===== config.mk =====
export PLATFORM = sky130hd
export DESIGN_NAME = pstate_seq
export DESIGN_NICKNAME = d
export VERILOG_FILES = /design/src/rtl/pstate_pkg.sv /design/src/rtl/pstate_vid_lut.sv /design/src/rtl/pstate_req_hold.sv /design/src/rtl/pstate_rise.sv /design/src/rtl/pstate_seq.sv
export SDC_FILE = /design/constraint.sdc
export NUM_CORES = 1
export LEC_CHECK = 0
export CORE_AREA = 2 2 82 84
export CTS_CLUSTER_DIAMETER = 50
export DETAILED_ROUTE_END_ITERATION = 16
export DIE_AREA = 0 0 84 86
export GPL_TIMING_DRIVEN = 1
export PLACE_DENSITY_LB_ADDON = 0.08
export RECOVER_POWER = 100
export SLEW_MARGIN = 15
export SYNTH_ARGS = -nofsm -noshare
export SYNTH_HDL_FRONTEND = slang
export SYNTH_SLANG_ARGS = --single-unit

===== constraint.sdc =====
create_clock -name clk -period 2.2 [get_ports clk]
set_input_delay 0.44 -clock clk [delete_from_list [all_inputs] [get_ports clk]]
set_output_delay 0.44 -clock clk [all_outputs]
set_load 0.02 [all_outputs]

===== src/rtl/pstate_pkg.sv =====
package pstate_pkg;

    typedef enum logic [2:0] {
        S_IDLE,
        S_RAISE_V,
        S_RAISE_F,
        S_LOWER_F,
        S_LOWER_V,
        S_COMMIT
    } seq_state_t;

endpackage


===== src/rtl/pstate_vid_lut.sv =====
module pstate_vid_lut #(
    parameter int RW        = 8,
    parameter int VW        = 8,
    parameter int RATIO_MIN = 1,
    parameter int RATIO_MAX = 39,
    parameter int VID_BASE  = 40,
    parameter int VID_STEP  = 3
) (
    input  logic [RW-1:0] ratio,
    output logic [VW-1:0] vid
);
    localparam int N  = RATIO_MAX + 1;
    localparam int IW = $clog2(N);

    logic [VW-1:0] tbl [N];
    logic [IW-1:0] idx;

    for (genvar i = 0; i < N; i++) begin : g_entry
        localparam int EFF = (i < RATIO_MIN) ? RATIO_MIN : i;
        assign tbl[i] = VW'(VID_BASE + VID_STEP * EFF);
    end

    assign idx = (int'(ratio) > RATIO_MAX) ? IW'(RATIO_MAX) : ratio[IW-1:0];
    assign vid = tbl[idx];
endmodule


===== src/rtl/pstate_req_hold.sv =====
module pstate_req_hold #(
    parameter int CW        = 16,
    parameter int RW        = 8,
    parameter int RATIO_MIN = 1,
    parameter int RATIO_MAX = 39
) (
    input  logic          clk,
    input  logic          rst_n,
    input  logic          wr,
    input  logic [CW-1:0] data,
    input  logic          take,
    output logic          valid,
    output logic [RW-1:0] ratio
);
    logic [RW-1:0] raw;
    logic [RW-1:0] clamped;
    logic          unused_hi;

    assign raw       = data[RW-1:0];
    assign unused_hi = ^data[CW-1:RW];

    always_comb begin
        if (int'(raw) < RATIO_MIN)      clamped = RW'(RATIO_MIN);
        else if (int'(raw) > RATIO_MAX) clamped = RW'(RATIO_MAX);
        else                            clamped = raw;
    end

    always_ff @(posedge clk) begin
        if (!rst_n) begin
            valid <= 1'b0;
            ratio <= RW'(RATIO_MIN);
        end else if (wr) begin
            valid <= 1'b1;
            ratio <= clamped;
        end else if (take) begin
            valid <= 1'b0;
        end
    end
endmodule


===== src/rtl/pstate_rise.sv =====
module pstate_rise (
    input  logic clk,
    input  logic rst_n,
    input  logic lvl,
    output logic rise
);
    logic lvl_q;

    always_ff @(posedge clk) begin
        if (!rst_n) lvl_q <= 1'b1;
        else        lvl_q <= lvl;
    end

    assign rise = lvl & ~lvl_q;
endmodule


===== src/rtl/pstate_seq.sv =====
module pstate_seq
    import pstate_pkg::*;
#(
    parameter int CW        = 16,
    parameter int RW        = 8,
    parameter int VW        = 8,
    parameter int RATIO_MIN = 1,
    parameter int RATIO_MAX = 39,
    parameter int VID_BASE  = 40,
    parameter int VID_STEP  = 3
) (
    input  logic             clk,
    input  logic             rst_n,
    input  logic             req_wr,
    input  logic [CW-1:0]    req_data,
    input  logic             vr_ready,
    input  logic             pll_lock,
    output logic [VW-1:0]    vid_out,
    output logic [RW-1:0]    ratio_out,
    output logic [VW+RW-1:0] stat_out,
    output logic             busy
);
    localparam logic [VW-1:0] VID_RST = VW'(VID_BASE + VID_STEP * RATIO_MIN);

    seq_state_t    state, state_nx;
    logic          pend_valid, take, start, go_up;
    logic [RW-1:0] pend_ratio, tgt, lut_idx;
    logic [VW-1:0] lut_vid;
    logic          vr_rise, lk_rise;

    pstate_req_hold #(.CW(CW), .RW(RW), .RATIO_MIN(RATIO_MIN), .RATIO_MAX(RATIO_MAX)) u_hold (
        .clk(clk), .rst_n(rst_n), .wr(req_wr), .data(req_data),
        .take(take), .valid(pend_valid), .ratio(pend_ratio)
    );

    pstate_vid_lut #(.RW(RW), .VW(VW), .RATIO_MIN(RATIO_MIN), .RATIO_MAX(RATIO_MAX),
                     .VID_BASE(VID_BASE), .VID_STEP(VID_STEP)) u_lut (
        .ratio(lut_idx), .vid(lut_vid)
    );

    pstate_rise u_vr_edge (.clk(clk), .rst_n(rst_n), .lvl(vr_ready), .rise(vr_rise));
    pstate_rise u_lk_edge (.clk(clk), .rst_n(rst_n), .lvl(pll_lock), .rise(lk_rise));

    assign take    = (state == S_IDLE) && pend_valid;
    assign start   = take && (pend_ratio != ratio_out);
    assign go_up   = pend_ratio > ratio_out;
    assign lut_idx = (state == S_IDLE) ? pend_ratio : tgt;
    assign busy    = (state != S_IDLE);

    // state register
    always_ff @(posedge clk) begin
        if (!rst_n) state <= S_IDLE;
        else        state <= state_nx;
    end

    // next-state decode
    always_comb begin
        state_nx = state;
        unique case (state)
            S_IDLE:    if (start) state_nx = go_up ? S_RAISE_V : S_LOWER_F;
            S_RAISE_V: if (vr_rise) state_nx = S_RAISE_F;
            S_RAISE_F: if (lk_rise) state_nx = S_COMMIT;
            S_LOWER_F: if (lk_rise) state_nx = S_LOWER_V;
            S_LOWER_V: if (vr_rise) state_nx = S_COMMIT;
            S_COMMIT:  state_nx = S_IDLE;
            default:   state_nx = S_IDLE;
        endcase
    end

    // output and target registers
    always_ff @(posedge clk) begin
        if (!rst_n) begin
            vid_out   <= VID_RST;
            ratio_out <= RW'(RATIO_MIN);
            tgt       <= RW'(RATIO_MIN);
            stat_out  <= {VID_RST, RW'(RATIO_MIN)};
        end else begin
            unique case (state)
                S_IDLE: if (start) begin
                    tgt <= pend_ratio;
                    if (go_up) vid_out   <= lut_vid;
                    else       ratio_out <= pend_ratio;
                end
                S_RAISE_V: if (vr_rise) ratio_out <= tgt;
                S_LOWER_F: if (lk_rise) vid_out   <= lut_vid;
                S_COMMIT:  stat_out <= {vid_out, ratio_out};
                default: ;
            endcase
        end
    end
endmodule


# Word-level counts from Yosys, hierarchy flattened
# Memory sizes are Yosys's and may differ from the RTL's.
# Index checks and enable logic that the tools add are counted.
op_classes:
  magnitude_cmp: 5
  eq_ne: 13
  muxes: 23
  bitwise_logic: 5
  n_reduce_logical: 11
op_table:
  columns: ["cell", "n"]
  rows:
  - ["8-bit 2-to-1 mux", 11]
  - ["8-bit one-hot mux with 2 select lines", 2]
  - ["8-bit by 6-bit > comparator with 1-bit output, second input constant", 2]
  - ["3-bit 2-to-1 mux", 5]
  - ["3-bit one-hot mux with 5 select lines", 1]
  - ["2-bit != test, second input constant", 5]
  - ["8-bit > comparator", 1]
  - ["8-bit by 1-bit < comparator with 1-bit output, second input constant", 1]
  - ["8-bit != test", 1]
  - ["4-bit AND reduction", 2]
  - ["7-bit >= comparator, second input constant", 1]
  - ["6-bit NOT with 7-bit output", 1]
  - ["3-bit by 2-bit equality test with 1-bit output, second input constant", 2]
  - ["3-bit equality test, second input constant", 2]
  - ["6-bit 2-to-1 mux", 1]
  - ["2-bit nonzero test", 3]
  - ["5-bit AND reduction", 1]
  - ["2-bit by 1-bit != test with 1-bit output, second input constant", 2]
  - ["3-bit by 1-bit equality test with 1-bit output, second input constant", 1]
  - ["3-bit zero test", 1]
  - ["3-bit nonzero test", 1]
  - ["1-bit bitwise AND", 2]
  - ["1-bit logical AND", 2]
  - ["1-bit 2-to-1 mux", 2]
  - ["other kinds (3)", 4]
word_totals:
  reg_bits: 54
  rom_bits: 512
  input_bits: 21
  out_inout_bits: 33
  elab_cells: 67
  mem_count: 1
memory_table:
  columns: ["memory", "words", "width", "read_ports", "rd_ports_with_merged_regs", "wr", "line", "rtl"]
  rows:
  - ["(name not given)", 64, 8, 1, 0, 0, "pstate_vid_lut.sv:24", "assign vid = tbl[idx];"]

# Depth between registers and ports, before layout
logic_depth:
  depth_word: 11
  mapped_depth: 11
  depth_no_buf: 10

# Cells and area by module
# A second synthesis with hierarchy kept.
unflattened:
  cells_unflattened: 331
  hier_area_um2: 2859.0
modules_own_cells:
  columns: ["module", "n_inst", "cells_per_inst", "area_per_inst_um2", "seq_area_each_um2"]
  rows:
  - ["pstate_seq", 1, 255, 2159.6, 860.8]
  - ["pstate_req_hold", 1, 35, 361.6, 180.2]
  - ["pstate_vid_lut", 1, 35, 257.7, 0.0]
  - ["pstate_rise", 2, 3, 40.0, 20.0]

# Worst setup path after synthesis
# OpenSTA, ideal clock, no wires.
synth_timing:
  path_kind: "reg-to-reg"
  startpoint: "register state[2]"
  endpoint: "register vid_out[3]"
  setup_ps: 122
  arrival_time_ps: 2295
  required_time_ps: 2078
  slack_ps: -216
  path_stages_with_launch: 10
  n_path_buf: 0
  period_less_slack_ps: 2416
  cell_sequence: "dfxtp_1 > nor3_2 > inv_2 > nor4_2 > o221a_2 > inv_1 > ha_1 > a211oi_1 > o31ai_1 > o32a_1"
synth_via:
  elab_chain_len: 11
  elab_cells_between_ends: 20
  cone_classes: "order compare: 1; eq/ne: 4; mux: 8; bitwise: 1; reduce/logical: 5; memory: 1"
synth_rtl:
  columns: ["element", "line", "rtl"]
  rows:
  - ["start: declaration", "pstate_seq.sv:25", "seq_state_t state, state_nx;"]
  - ["start signal: assignment", "pstate_seq.sv:53", "else state <= state_nx;"]
  - ["3-bit zero test", "pstate_seq.sv:44, pstate_seq.sv:47, pstate_seq.sv:78", null]
  - ["8-bit 2-to-1 mux", "pstate_seq.sv:47", "assign lut_idx = (state == S_IDLE) ? pend_ratio : tgt;"]
  - ["8-bit by 6-bit > comparator with 1-bit output", "pstate_vid_lut.sv:23", "assign idx = (int'(ratio) > RATIO_MAX) ? IW'(RATIO_MAX) : ratio[IW-1:0];"]
  - ["6-bit 2-to-1 mux", "pstate_vid_lut.sv:23", null]
  - ["6-bit NOT with 7-bit output (not written as such)", "pstate_vid_lut.sv:24", null]
  - ["memory read 64 x 8 bit", null, null]
  - ["8-bit 2-to-1 mux (not written as such) (2 in series)", "pstate_vid_lut.sv:24", null]
  - ["8-bit 2-to-1 mux", "pstate_seq.sv:81", "if (go_up) vid_out <= lut_vid;"]
  - ["8-bit 2-to-1 mux", "pstate_seq.sv:79", "S_IDLE: if (start) begin"]
  - ["8-bit one-hot mux with 2 select lines", "pstate_seq.sv:78", "unique case (state)"]
  - ["end signal: assignment", "pstate_seq.sv:81", null]
  - ["end signal: assignment", "pstate_seq.sv:85", "S_LOWER_F: if (lk_rise) vid_out <= lut_vid;"]
  - ["end: declaration", "pstate_seq.sv:18", "output logic [VW-1:0] vid_out,"]
# Parallel ways exist; a longest one is shown, timed or not. The select of a mux whose other input is x is not followed.
# A chain may end at the register's enable or synchronous reset.

# Worst setup path after layout
layout_timing:
  startpoint: "register state[0]"
  endpoint: "register vid_out[4]"
# Same word-level chain as after synthesis.

==> run summary <==
post-route clock period utilization - 1.03
Iter 0 DRT Violations - 164
vias in the first global route - 2587
detailed-route wire length - 7.85 mm
Ys Warns - 0
clock-pin slew on the worst setup and hold paths - 0.10 ns
unrepaired setup endpoints after global routing - true
largest net degree at the start of global routing - 23
die height - 86 um
startpoint types - register
HP Start - stat_out[10]
Syn-to-layout area delta - 38.8%
Hold Crit Class - register to register
Syn Area/Cell - 8.44 um2
TritonCTS clock tree - yes
initial cell density of the core - 0.464
DPL Wire Length - 5.64 mm
IO Port Bufs - 45
Max Clock Skew - 0.00981 ns
Worst slew margin - 0.560
Post-CTS Hold Buffers - 0
reg-to-reg startpoint - state[0]
Syn Inst Count - 345
Final Wtd Congestion - 0.923
vias per inst - 5.44
post-DR wirelength/cell - 15.3 um
Core Box Area - 6280 um2
Yosys reg bits - 54
share of cells above drive strength 1 - 0.243
Synth Area in Simple Gates - 0.234
TritonCTS Buffers - 5
die area - 7220 um2
fin cells - 514
row cnt - 29
fin nets - 469
H-tree depth - 2
# IOs - 54
Post-Syn Area - 2910 um2
status - finished with violations
placed cells - 496
WP data required - 2.40 ns
Syn Nets - 378
TritonCTS Sinks - 54
VDD IR-drop max - 0.718 mV
final worst slack - -0.0605 ns
Total GRT Usage - 0.217
Remaining DRCs - 0
Final Hold Viols - 0
via count - 2797
power density cells - 983 nW/um2
Max Cap Viol - 0
mux cell area share after synthesis - 0.0855
first-pass GRT wire length - 12.6 mm
Slew @ Worst Pin - 0.658 ns
largest family of logic cells by synthesized area - simple AND/OR/NAND/NOR gates
global route overflow - 0
Worst Setup End Kind - register
crit path kind - register to register
crit path launch - state[0]
Post-synth EDFFs - 0
clk buf depth - 2
remaining antenna violation count - 0
post-synthesis sequential area ratio - 0.371
Root Buffer - clkbuf_8
Synth Flop Type - dfxtp_1
clock latency on the worst-skew pair - 0.31 ns
detailed-router iteration count before antenna repair - 4
Crit Path Max Fanout - 3
Adder-Cell Fraction of Synth Area - 0.0516
failing checks - setup timing
crit path DAT - 2.47 ns
crit path time final - 2.26 ns
Place WS - -0.0607 ns
initial antenna violation count - 0
Setup-failing EPs final - 2
XOR/XNOR share of the synthesized area - 0
Pleak - 0.00169 uW
Synth cell types - 61
asr flop ratio synth - 0
die width - 84 um
Ant. Diodes - 0
fin util - 0.644
Slew Viols, Final - 0
compound-gate portion of the synthesized area - 0.208
Fmax achieved - 442 MHz
## cells in the mapped netlist, types with 2 or more instances
master | count | share of area
ha_1 | 12 | 0.052
o21ai_1 | 4 | 0.0069
nor4b_1 | 2 | 0.0060
buf_4 | 2 | 0.0052
nand3_1 | 9 | 0.015
and3_1 | 3 | 0.0064
and4_1 | 2 | 0.0060
mux2i_1 | 11 | 0.038
a21oi_1 | 24 | 0.041
a211o_1 | 2 | 0.0060
o221ai_1 | 2 | 0.0060
buf_2 | 2 | 0.0034
o211ai_1 | 3 | 0.0077
nor4_1 | 2 | 0.0043
mux2_2 | 8 | 0.031
nor2_1 | 19 | 0.024
o21a_1 | 3 | 0.0077
o21ai_0 | 11 | 0.019
inv_1 | 13 | 0.017
a211oi_1 | 7 | 0.018
and2_1 | 2 | 0.0043
a22o_1 | 3 | 0.0090
a21o_1 | 2 | 0.0052
nand2b_1 | 6 | 0.013
mux2_1 | 3 | 0.012
clkbuf_1 | 11 | 0.014
a31oi_1 | 4 | 0.0086
nand2_1 | 76 | 0.098
nor3_1 | 5 | 0.0086
buf_6 | 2 | 0.0077
o22ai_1 | 2 | 0.0043
dfxtp_1 | 54 | 0.37
o211a_1 | 2 | 0.0069
nor2b_1 | 5 | 0.011
## final timing paths
path,slack [ns],cells after the start,endpoint
min,0.46,2,stat_out[10]
max reg2reg,-0.06,10,vid_out[4]
max,-0.06,10,vid_out[4]
min reg2reg,0.46,2,stat_out[10]
## critical path: stages (launching register included)
cell      delay (ns)
dfxtp_2         0.35
nor3_4          0.24
inv_2           0.09
nor4_4          0.23
o221a_2         0.30
inv_2           0.06
ha_4            0.16
a211o_1         0.23
a211oi_2        0.19
o21ai_1         0.09
a32o_1          0.20
## repair_timing
| item | in CTS | in global routing |
|---|---|---|
| gates resized for setup | 8 | 23 |
| setup endpoints to repair | 14 | 17 |
| pin swaps | 1 | 8 |
| setup buffers | 1 | 9 |
## stage by stage
| stage | instance area, um2 | total power [uW] | TNS, ns | hold WS, ns |
|---|---|---|---|---|
| final | 4040 | 3970 | -0.0692 | 0.457 |
| after CTS | 3910 | 3730 | -0.0164 | 0.462 |
| after global placement | 3760 | 2980 | -0.486 | 0.441 |
| after floorplan | 2970 | 2320 | -0.0102 | 0.459 |
| after global routing | 4040 | 4220 | -0.329 | 0.479 |
| after detailed placement | 3760 | 3010 | -0.529 | 0.448 |
## area by class of cell
class	instances	area, um2
fillers	558	2240
multi-input cells	259	1810
well taps	77	96.3
clock buffers	5	68.8
flip-flops and latches	54	1100
repair buffers	101	867
clock inverters	3	43.8
inverters	15	56.3
## layer usage
layer,vias up,track usage,part of all wire
met5,-,0,0
li1,1406,-,-
met2,63,0.367,0.48
met4,0,0.0616,0.015
met3,11,0.0337,0.034
met1,1317,0.290,0.47
## registers in the layout, summed over array words and instances (netlist names)
signal and count:
state 3, tgt 8, u_hold.ratio 8, vid_out 8, u_lk_edge.lvl_q 1, ratio_out 8, u_hold.valid 1, u_vr_edge.lvl_q 1
stat_out 16
## cell families after synthesis
kind of cell,Yosys count
AND/OR/NAND/NOR,141
buffers and inverters,32
flip-flops,54
AO/OA/AOI/OAI,83
multiplexers,23
adder cells (fa/ha/maj),12
## placed cells by master (no fill, tap or decap), types with 4 or more instances in the layout
master / instances
nand2b_1: 6
buf_4: 48
nor2_1: 19
mux2_2: 8
clkbuf_1: 4
nor2b_1: 5
clkdlybuf4s50_1: 12
nand2_1: 76
dfxtp_1: 45
a211oi_1: 4
inv_1: 12
o21ai_1: 8
a21oi_1: 24
ha_1: 7
a31oi_1: 4
o21ai_0: 7
clkbuf_8: 5
dfxtp_2: 7
nand3_1: 9
dlygate4sd3_1: 33
nor3_1: 5
ha_4: 4
mux2i_1: 10
## where the power goes
group	internal (uW)	total (uW)	switching, uW
Clock	340	665	326
Combinational	1060	2190	1130
Sequential	1060	1120	64.9
Total	2460	3970	1520
No activity file was read; power rests on OpenSTA's default activity.
